[src/rtl/rtc_pkg.sv]
package rtc_pkg;
   localparam int NUM_UNITS  = 7;
   localparam int SEC_I      = 0;
   localparam int MIN_I      = 1;
   localparam int HR_I       = 2;
   localparam int DOW_I      = 3;
   localparam int DATE_I     = 4;
   localparam int MON_I      = 5;
   localparam int YR_I       = 6;
   localparam int LOAD_BIT   = 7;
   localparam int FREEZE_BIT = 6;

   function automatic logic [7:0] bcd_inc(input logic [7:0] v);
      if (v[3:0] >= 4'd9) return {v[7:4] + 4'd1, 4'd0};
      return {v[7:4], v[3:0] + 4'd1};
   endfunction

   // tens*10 mod 4 equals 2*tens mod 4, so only tens[0] and ones[1:0] matter
   function automatic logic is_leap(input logic [7:0] yr);
      logic [1:0] m;
      m = yr[1:0] + {yr[4], 1'b0};
      return (m == 2'd0);
   endfunction

   function automatic logic [7:0] month_limit(input logic [7:0] mon, input logic [7:0] yr);
      case (mon)
         8'h02:                      return is_leap(yr) ? 8'h29 : 8'h28;
         8'h04, 8'h06, 8'h09, 8'h11: return 8'h30;
         default:                    return 8'h31;
      endcase
   endfunction

   function automatic logic [7:0] unit_start(input int idx);
      return (idx == DOW_I || idx == DATE_I || idx == MON_I) ? 8'h01 : 8'h00;
   endfunction

   function automatic logic [7:0] unit_limit(input int idx);
      case (idx)
         SEC_I, MIN_I: return 8'h59;
         HR_I:         return 8'h23;
         DOW_I:        return 8'h07;
         MON_I:        return 8'h12;
         default:      return 8'h99;
      endcase
   endfunction
endpackage

[src/rtl/rtc_unit.sv]
module rtc_unit #(
   parameter int          DATA_W = 8,
   parameter logic [7:0]  START  = 8'h00
) (
   input  logic              clk,
   input  logic              rst_n,
   input  logic              inc,
   input  logic              load,
   input  logic [DATA_W-1:0] load_val,
   input  logic [DATA_W-1:0] limit,
   output logic [DATA_W-1:0] value,
   output logic              carry
);
   import rtc_pkg::*;

   if (DATA_W != 8) begin : g_bad_width
      $error("rtc_unit: DATA_W must be 8 for packed BCD");
   end

   assign carry = inc && (value >= limit);

   always_ff @(posedge clk) begin
      if (!rst_n)    value <= START;
      else if (load) value <= load_val;
      else if (inc)  value <= carry ? START : bcd_inc(value);
   end
endmodule

[src/rtl/rtc_calendar.sv]
module rtc_calendar #(
   parameter int DATA_W = 8
) (
   input  logic                                        clk,
   input  logic                                        rst_n,
   input  logic                                        tick,
   input  logic                                        load,
   input  logic [rtc_pkg::NUM_UNITS-1:0][DATA_W-1:0]   load_vals,
   output logic [rtc_pkg::NUM_UNITS-1:0][DATA_W-1:0]   cnt
);
   import rtc_pkg::*;

   logic [NUM_UNITS-1:0]              inc;
   logic [NUM_UNITS-1:0]              carry;
   logic [NUM_UNITS-1:0][DATA_W-1:0]  limit;

   always_comb begin
      inc[SEC_I]  = tick;
      inc[MIN_I]  = carry[SEC_I];
      inc[HR_I]   = carry[MIN_I];
      inc[DOW_I]  = carry[HR_I];
      inc[DATE_I] = carry[HR_I];
      inc[MON_I]  = carry[DATE_I];
      inc[YR_I]   = carry[MON_I];
   end

   for (genvar i = 0; i < NUM_UNITS; i++) begin : g_unit
      if (i == DATE_I) begin : g_lim_dyn
         assign limit[i] = month_limit(cnt[MON_I], cnt[YR_I]);
      end else begin : g_lim_fix
         assign limit[i] = unit_limit(i);
      end

      rtc_unit #(.DATA_W(DATA_W), .START(unit_start(i))) u_unit (
         .clk      (clk),
         .rst_n    (rst_n),
         .inc      (inc[i]),
         .load     (load),
         .load_val (load_vals[i]),
         .limit    (limit[i]),
         .value    (cnt[i]),
         .carry    (carry[i])
      );
   end
endmodule

[src/rtl/rtc_hold_bank.sv]
module rtc_hold_bank #(
   parameter int DATA_W   = 8,
   parameter int ADDR_W   = 3,
   parameter bit REG_READ = 1'b1
) (
   input  logic                                       clk,
   input  logic                                       rst_n,
   input  logic                                       host_wr,
   input  logic                                       host_rd,
   input  logic [ADDR_W-1:0]                          host_addr,
   input  logic [DATA_W-1:0]                          host_wdata,
   input  logic                                       refresh_req,
   input  logic [rtc_pkg::NUM_UNITS-1:0][DATA_W-1:0]  cnt,
   output logic [rtc_pkg::NUM_UNITS-1:0][DATA_W-1:0]  hold,
   output logic [DATA_W-1:0]                          ctrl,
   output logic                                       load,
   output logic [DATA_W-1:0]                          host_rdata,
   output logic                                       host_rvalid
);
   import rtc_pkg::*;

   if ((2 ** ADDR_W) < (NUM_UNITS + 1)) begin : g_bad_addr
      $error("rtc_hold_bank: ADDR_W too small for eight bytes");
   end

   logic              ctrl_sel;
   logic              refresh;
   logic [DATA_W-1:0] rd_mux;

   assign ctrl_sel = (host_addr == '0);
   assign load     = host_wr && ctrl_sel && ctrl[LOAD_BIT] && !host_wdata[LOAD_BIT];
   assign refresh  = refresh_req && !ctrl[LOAD_BIT] && !ctrl[FREEZE_BIT];

   always_ff @(posedge clk) begin
      if (!rst_n)                   ctrl <= '0;
      else if (host_wr && ctrl_sel) ctrl <= host_wdata;
   end

   for (genvar i = 0; i < NUM_UNITS; i++) begin : g_hold
      always_ff @(posedge clk) begin
         if (!rst_n)
            hold[i] <= unit_start(i);
         else if (host_wr && (host_addr == ADDR_W'(i + 1)))
            hold[i] <= host_wdata;
         else if (refresh)
            hold[i] <= cnt[i];
      end
   end

   always_comb begin
      rd_mux = ctrl;
      for (int i = 0; i < NUM_UNITS; i++)
         if (host_addr == ADDR_W'(i + 1)) rd_mux = hold[i];
   end

   if (REG_READ) begin : g_reg_read
      always_ff @(posedge clk) begin
         if (!rst_n) begin
            host_rdata  <= '0;
            host_rvalid <= 1'b0;
         end else begin
            host_rvalid <= host_rd;
            if (host_rd) host_rdata <= rd_mux;
         end
      end
   end else begin : g_comb_read
      assign host_rdata  = rd_mux;
      assign host_rvalid = host_rd;
   end
endmodule

[src/rtl/rtc_regbank.sv]
module rtc_regbank #(
   parameter int DATA_W   = 8,
   parameter int ADDR_W   = 3,
   parameter bit REG_READ = 1'b1
) (
   input  logic              clk,
   input  logic              rst_n,
   input  logic              tick_1hz,
   input  logic              host_wr,
   input  logic              host_rd,
   input  logic [ADDR_W-1:0] host_addr,
   input  logic [DATA_W-1:0] host_wdata,
   output logic [DATA_W-1:0] host_rdata,
   output logic              host_rvalid
);
   import rtc_pkg::*;

   logic [NUM_UNITS-1:0][DATA_W-1:0] cnt_q;
   logic [NUM_UNITS-1:0][DATA_W-1:0] hold_q;
   logic [DATA_W-1:0]                ctrl_q;
   logic                             load;
   logic                             tick_d;

   always_ff @(posedge clk) begin
      if (!rst_n) tick_d <= 1'b0;
      else        tick_d <= tick_1hz;
   end

   rtc_calendar #(.DATA_W(DATA_W)) u_cal (
      .clk       (clk),
      .rst_n     (rst_n),
      .tick      (tick_1hz),
      .load      (load),
      .load_vals (hold_q),
      .cnt       (cnt_q)
   );

   rtc_hold_bank #(.DATA_W(DATA_W), .ADDR_W(ADDR_W), .REG_READ(REG_READ)) u_bank (
      .clk         (clk),
      .rst_n       (rst_n),
      .host_wr     (host_wr),
      .host_rd     (host_rd),
      .host_addr   (host_addr),
      .host_wdata  (host_wdata),
      .refresh_req (tick_d),
      .cnt         (cnt_q),
      .hold        (hold_q),
      .ctrl        (ctrl_q),
      .load        (load),
      .host_rdata  (host_rdata),
      .host_rvalid (host_rvalid)
   );
endmodule

[config.mk]
export PLATFORM = sky130hd
export DESIGN_NAME = rtc_regbank
export DESIGN_NICKNAME = d
export VERILOG_FILES = /design/src/rtl/rtc_pkg.sv /design/src/rtl/rtc_unit.sv /design/src/rtl/rtc_calendar.sv /design/src/rtl/rtc_hold_bank.sv /design/src/rtl/rtc_regbank.sv
export SDC_FILE = /design/constraint.sdc
export NUM_CORES = 1
export LEC_CHECK = 0
export BUFFER_PORTS_ARGS = -buffer_cell sky130_fd_sc_hd__buf_2
export CAP_MARGIN = 20
export CORE_UTILIZATION = 35
export CTS_BUF_LIST = sky130_fd_sc_hd__clkbuf_16
export DETAILED_ROUTE_END_ITERATION = 6
export MAX_ROUTING_LAYER = met4
export PLACE_DENSITY = 0.61
export SYNTH_ARGS = -nofsm -noshare
export SYNTH_HDL_FRONTEND = slang
export SYNTH_HIERARCHICAL = 1
export SYNTH_SLANG_ARGS = --single-unit
[constraint.sdc]
create_clock -name clk -period 8.8 [get_ports clk]
set_clock_uncertainty 0.1 [all_clocks]
set_input_delay 0.88 -clock clk [delete_from_list [all_inputs] [get_ports clk]]
set_output_delay 0.88 -clock clk [all_outputs]
set_load 0.03 [all_outputs]
==> results of run 1 <==
[worst min path at each step]
| stage | startpoint | endpoint |
|---|---|---|
| 2_1_floorplan | u_bank/ctrl[1] | u_bank/ctrl[1] |
| 3_3_place_gp | u_bank/ctrl[1] | u_bank/ctrl[1] |
| 3_5_place_dp | u_bank/ctrl[0] | u_bank/ctrl[0] |
| 4_1_cts | u_bank/ctrl[2] | u_bank/ctrl[2] |
| 5_1_grt | u_bank/ctrl[0] | u_bank/ctrl[0] |
| 6_report | u_bank/ctrl[5] | u_bank/ctrl[5] |
[area by class of cell]
| type | count | area, um2 | area share, % |
|---|---|---|---|
| clock buffer | 17 | 425.4 | 3.992 |
| antenna | 1 | 2.502 | 0.02349 |
| tap | 372 | 465.4 | 4.368 |
| multi-input combinational | 919 | 6574 | 61.70 |
| clock inverter | 15 | 87.58 | 0.8220 |
| sequential | 130 | 2603 | 24.42 |
| inverter | 90 | 337.8 | 3.171 |
| timing repair buffer | 29 | 160.2 | 1.503 |
[where the power goes]
part	switching, uW	internal (uW)
clock network	258	375
registers	13.4	602
logic	95.2	52.5
total	367	1030
[state kept, by name, summed over array words and instances, names as in the netlist]
name,cells
u_bank/ctrl,8
u_bank/hold,56
u_bank/host_rvalid,1
u_bank/host_rdata,8
tick_d,1
u_cal/g_unit.u_unit/value,56
[worst max-delay path, delay by kind of cell (launching register included)]
family | cells | cell delay (ns)
buffers and inverters | 7 | 1.57
and+or+nand+nor | 7 | 3.26
adders and majority gates | 1 | 0.20
AOI/OAI and AO/OA | 4 | 0.74
DFF | 1 | 0.41
[per-layer routing]
metal	vias up	GRT usage (%)
li1	4293	-
met1	4003	24.99
met2	151	30.20
met3	22	2.899
met4	0	5.336
met5	-	-
[through the flow]
step	cell area [um2]	setup slack, ns
floorplan	9920	4.301
global placement	10140	2.687
detailed placement	10140	2.431
CTS	10650	2.477
global route	10650	1.763
finish	10660	2.325
==> results.md, run 1 <==
- Status: finished clean
- Worst skew pair latency: 0.43 ns
- Pwr dens: 131.0 nW/um2
- Final setup viols: 0
- Most frequent cells in the layout: 130 x dfxtp_1, 118 x nand2_1, 96 x inv_1, 84 x ha_1, 71 x nor2_1
- Worst hold path type: flop to flop
- Relative slew slack: 30.81%
- Layout cells sized above 1: 6.750%
- Setup crit start: u_cal/g_unit[0].u_unit/value[0]
- Worst R2R Path Depth: 19
- Grt total ovfl: 0
- Placed cell count: 1540
- # hold bufs at CTS: 0
- Antenna violations before repair: 0
- Overall die width: 168.7 um
- Die Footprint: 28460 um2
- Final TNS setup: 0 ns
- CTS HTree Levels: 4
- Vias in the first global route: 7980
- Max FO, Critical Path: 22
- Crit end category: flop
- First-pass GRT wire length: 42.12 mm
- Crit path arrival time: 6.66 ns
- CTS Root Buffer Type: clkbuf_16
- Site Rows: 60
- Post-route ant nets: 0
- First-pass DRT Iterations: 5
- Worst flop-to-flop path endpoint: u_cal/g_unit[6].u_unit/value[7]
- Minimum hold slack: 0.3669 ns
- Routed length on met2: 11.95 mm
- Core Area: 27100 um2
- Postcts setup bufs: 0
- Largest net degree at the start of global routing: 110
- R2r setup slk: 2.33 ns
- Startpoint types: flop
- Routed wl met3: 849 um
- Critical path's most frequent cell: inv_1
- Clk buf depth: 2
- Fin crit period: 6.475 ns
- Vias/cell: 5.384
- Max incr delay on CP: 0.73 ns
- Slowest-stage cell, CP: nor2_1
- Hpwl dp: 17.76 mm
- PnR Total Power: 1395 uW
- Final core utilization: 39.32%
- CP Cell Sequence: inv_1, ha_1, nor2b_1, o21ai_1, a21oi_1, nor2_1, inv_1, nor2_1, inv_1, nor2_1, buf_4, inv_1, nor2_1, inv_1, nor2_1, inv_1, nor4_1, a221o_1, a211oi_1
- Syn Area/Cell: 8.350 um2
- Post-Route M1 WL: 12.25 mm
- Hold path depth: 2
- RSZ-0062 raised after global routing: no
- CTS buffer count: 17
- Initial core utilization: 35.90%
- Post-Syn Area: 9728 um2
- CTS tree: built
- RePlAce Congestion: 0.8627
- Max-cap viol count: 0
- Final Non-Filler Cells: 1573
- Pleak: 0.004813 uW
- CP Class: flop to flop
- Total GRT Usage: 19.02%
- Starting DRT DRC Count: 624
- Final hold vios: 0
- Total wire length: 25.33 mm
- Vias: 8469
- Final slew viol count: 0
- Top layer in use: met4
- YS warnings: 6
- WL per Instance: 16.10 um
- F_max: 154.4 MHz
- CTS resizes: 0
- Clock sinks: 130
- Final-stage net count: 1287
- Fill count: 2779
- Boundary pin count: 25
- Port bufs: 24
- Period utilization: 73.58%
- Most common cell after layout, fill and taps aside: dfxtp_1
- Area delta synth->final: 9.530%
- Drt drc: 0
- Clock slew at reported path FFs: 0.06 ns
- R2r startpoint: u_cal/g_unit[0].u_unit/value[0]
- Mapped Cells: 1165
- Height of the chip: 168.7 um
- Worst setup path end: u_cal/g_unit[6].u_unit/value[7]
- Critical Path RT: 8.98 ns
- VDD IR max: 103.5 uV
- Worst slew pin tran: 1.038 ns
No activity file was read; power rests on OpenSTA's default activity.
==> run 2, diff against run 1 <==
clock period = 6.8 ns   (was 8.8 ns; I/O delays follow)
==> results.md, run 2 (same netlist as run 1, synthesis figures left out) <==
- Status: finished clean (unchanged)
- R2r startpoint: u_cal/g_unit[0].u_unit/value[0] (unchanged)
- Period utilization: 81.02% (was 73.58%)
- Worst hold path type: flop to flop (unchanged)
- RSZ-0062 raised after global routing: no (unchanged)
- Post-route ant nets: 0 (unchanged)
- CTS Root Buffer Type: clkbuf_16 (unchanged)
- Most frequent cells in the layout: 130 x dfxtp_1, 118 x nand2_1, 93 x inv_1, 84 x ha_1, 71 x nor2_1 (was 130 x dfxtp_1, 118 x nand2_1, 96 x inv_1, 84 x ha_1, 71 x nor2_1)
- Worst slew pin tran: 0.9579 ns (was 1.038 ns)
- F_max: 181.5 MHz (was 154.4 MHz)
- Area delta synth->final: 10.39% (was 9.530%)
- Layout cells sized above 1: 7.564% (was 6.750%)
- Total GRT Usage: 18.73% (was 19.02%)
- Crit end category: flop (unchanged)
- Height of the chip: 168.7 um (unchanged)
- Vias: 8501 (was 8469)
- Final setup viols: 0 (unchanged)
- Startpoint types: flop (unchanged)
- Setup crit start: u_cal/g_unit[0].u_unit/value[0] (unchanged)
- Final TNS setup: 0 ns (unchanged)
- Top flop regs: u_bank/hold (56), u_cal/g_unit.u_unit/value (56) (unchanged)
- Worst flop-to-flop path endpoint: u_cal/g_unit[6].u_unit/value[7] (unchanged)
- Clk buf depth: 2 (unchanged)
- Overall die width: 168.7 um (unchanged)
- Port bufs: 24 (unchanged)
- Antenna fix cells: 0 (was 1)
- Max FO, Critical Path: 12 (was 22)
- Final hold vios: 0 (unchanged)
- Core Area: 27100 um2 (unchanged)
- CP Class: flop to flop (unchanged)
- Max-cap viol count: 0 (unchanged)
- Hpwl dp: 17.88 mm (was 17.76 mm)
- CTS tree: built (unchanged)
- Critical Path RT: 6.98 ns (was 8.98 ns)
- PnR Total Power: 1899 uW (was 1395 uW)
- Pwr dens: 176.8 nW/um2 (was 131.0 nW/um2)
- Postcts setup bufs: 0 (unchanged)
- VDD IR max: 156.2 uV (was 103.5 uV)
- # hold bufs at CTS: 0 (unchanged)
- Largest net degree at the start of global routing: 64 (was 110)
- CP Cell Sequence: inv_1, ha_1, nor2b_1, o21ai_1, a21oi_1, nor2_1, buf_4, inv_1, nor2_1, buf_4, inv_1, nor2_1, inv_1, nor2_1, inv_1, nor2_1, inv_1, nor4_1, a221o_1, a211oi_1 (was inv_1, ha_1, nor2b_1, o21ai_1, a21oi_1, nor2_1, inv_1, nor2_1, inv_1, nor2_1, buf_4, inv_1, nor2_1, inv_1, nor2_1, inv_1, nor4_1, a221o_1, a211oi_1)
- Die Footprint: 28460 um2 (unchanged)
- Drt drc: 0 (unchanged)
- First-pass DRT Iterations: 5 (unchanged)
- Fin crit period: 5.510 ns (was 6.475 ns)
- Crit path arrival time: 5.69 ns (was 6.66 ns)
- Critical path's most frequent cell: inv_1 (unchanged)
- Final slew viol count: 0 (unchanged)
- Antenna violations before repair: 0 (unchanged)
- Grt total ovfl: 0 (unchanged)
- Worst skew pair latency: 0.43 ns (about the same)
- Slowest-stage cell, CP: nor2_1 (unchanged)
- R2r setup slk: 1.29 ns (was 2.33 ns)
- Vias/cell: 5.397 (was 5.384)
- Hold EP: u_bank/ctrl[3] (was u_bank/ctrl[5])
- Pleak: 0.004847 uW (was 0.004813 uW)
- Worst R2R Path Depth: 20 (was 19)
- Clock sinks: 130 (unchanged)
- Site Rows: 60 (unchanged)
- CTS buffer count: 17 (unchanged)
- Fin worst setup slack: 1.290 ns (was 2.325 ns)
- Most common cell after layout, fill and taps aside: dfxtp_1 (unchanged)
- Relative slew slack: 36.14% (was 30.81%)
- Hold path depth: 2 (unchanged)
- Hold_sp: u_bank/ctrl[3] (was u_bank/ctrl[5])
- Vias in the first global route: 7874 (was 7980)
- Total wire length: 25.25 mm (was 25.33 mm)
- Final-stage net count: 1290 (was 1287)
- Boundary pin count: 25 (unchanged)
- Max incr delay on CP: 0.70 ns (was 0.73 ns)
- Clock slew at reported path FFs: 0.06 ns (about the same)
- Starting DRT DRC Count: 598 (was 624)
- RePlAce Congestion: 0.8497 (was 0.8627)
- Initial core utilization: 35.90% (unchanged)
- WL per Instance: 16.03 um (was 16.10 um)
- CTS HTree Levels: 4 (unchanged)
- First-pass GRT wire length: 41.63 mm (was 42.12 mm)
- CTS resizes: 0 (unchanged)
- Place WS: 1.389 ns (was 2.431 ns)
run 2: cell types whose count changed in the layout (fill, tap and decap cells not counted), sizes merged:
cell,delta
clkinv,-1
inv,-3
diode,-1
bufinv,+2
buf,+3
clkinvlp,+2
run 2: final cells by class:
| class | instances | area [um2] |
|---|---|---|
| multi-input combinational | 919 | 6574 |
| tap | 372 | 465.4 |
| sequential | 130 | 2603 |
| clock buffer | 17 | 425.4 |
| inverter | 90 | 337.8 |
| fill | 2713 | 16360 |
| clock inverter | 15 | 151.4 |
| timing repair buffer | 32 | 182.7 |
run 2: worst max-delay path by stage:
stage | end | slack (ns)
after floorplan | u_cal/g_unit[3].u_unit/value[2] | 2.50
after global placement | u_cal/g_unit[6].u_unit/value[5] | 1.71
after detailed placement | u_cal/g_unit[6].u_unit/value[7] | 1.39
after CTS | u_cal/g_unit[6].u_unit/value[7] | 1.39
after global routing | u_cal/g_unit[6].u_unit/value[6] | 0.80
final | u_cal/g_unit[6].u_unit/value[7] | 1.29
run 2: critical path, delay by kind of cell (launching register included):
kind                       cells  cell delay [ns]
and+or+nand+nor                7             2.28
adders and majority gates      1             0.31
DFF                            1             0.42
buffers and inverters          8             1.48
AOI/OAI and AO/OA              4             0.74
run 2: power breakdown:
part | switching (uW) | internal [uW] | leakage [uW] | total, uW
clock network | 346 | 566 | 0.000296 | 912
logic | 123 | 68.2 | 0.00350 | 192
registers | 17.3 | 778 | 0.00105 | 796
run 2: through the flow:
stage	utilization (%)	cells	instance area (um2)	hold WS, ns
after floorplan	-	1216	9920	0.3435
after global placement	37.50	1543	10160	0.3513
after detailed placement	37.50	1543	10160	0.3589
after CTS	39.63	1575	10740	0.3668
after global routing	39.63	1575	10740	0.3874
final	39.63	1575	10740	0.3667
run 2: metal layers:
metal	vias to the layer above	wire length, um	global-route usage, %
li1	4298	-	-
met1	3993	11960	24.00
met2	172	11820	30.27
met3	38	980	2.852
met4	0	490	5.731
met5	-	0	-
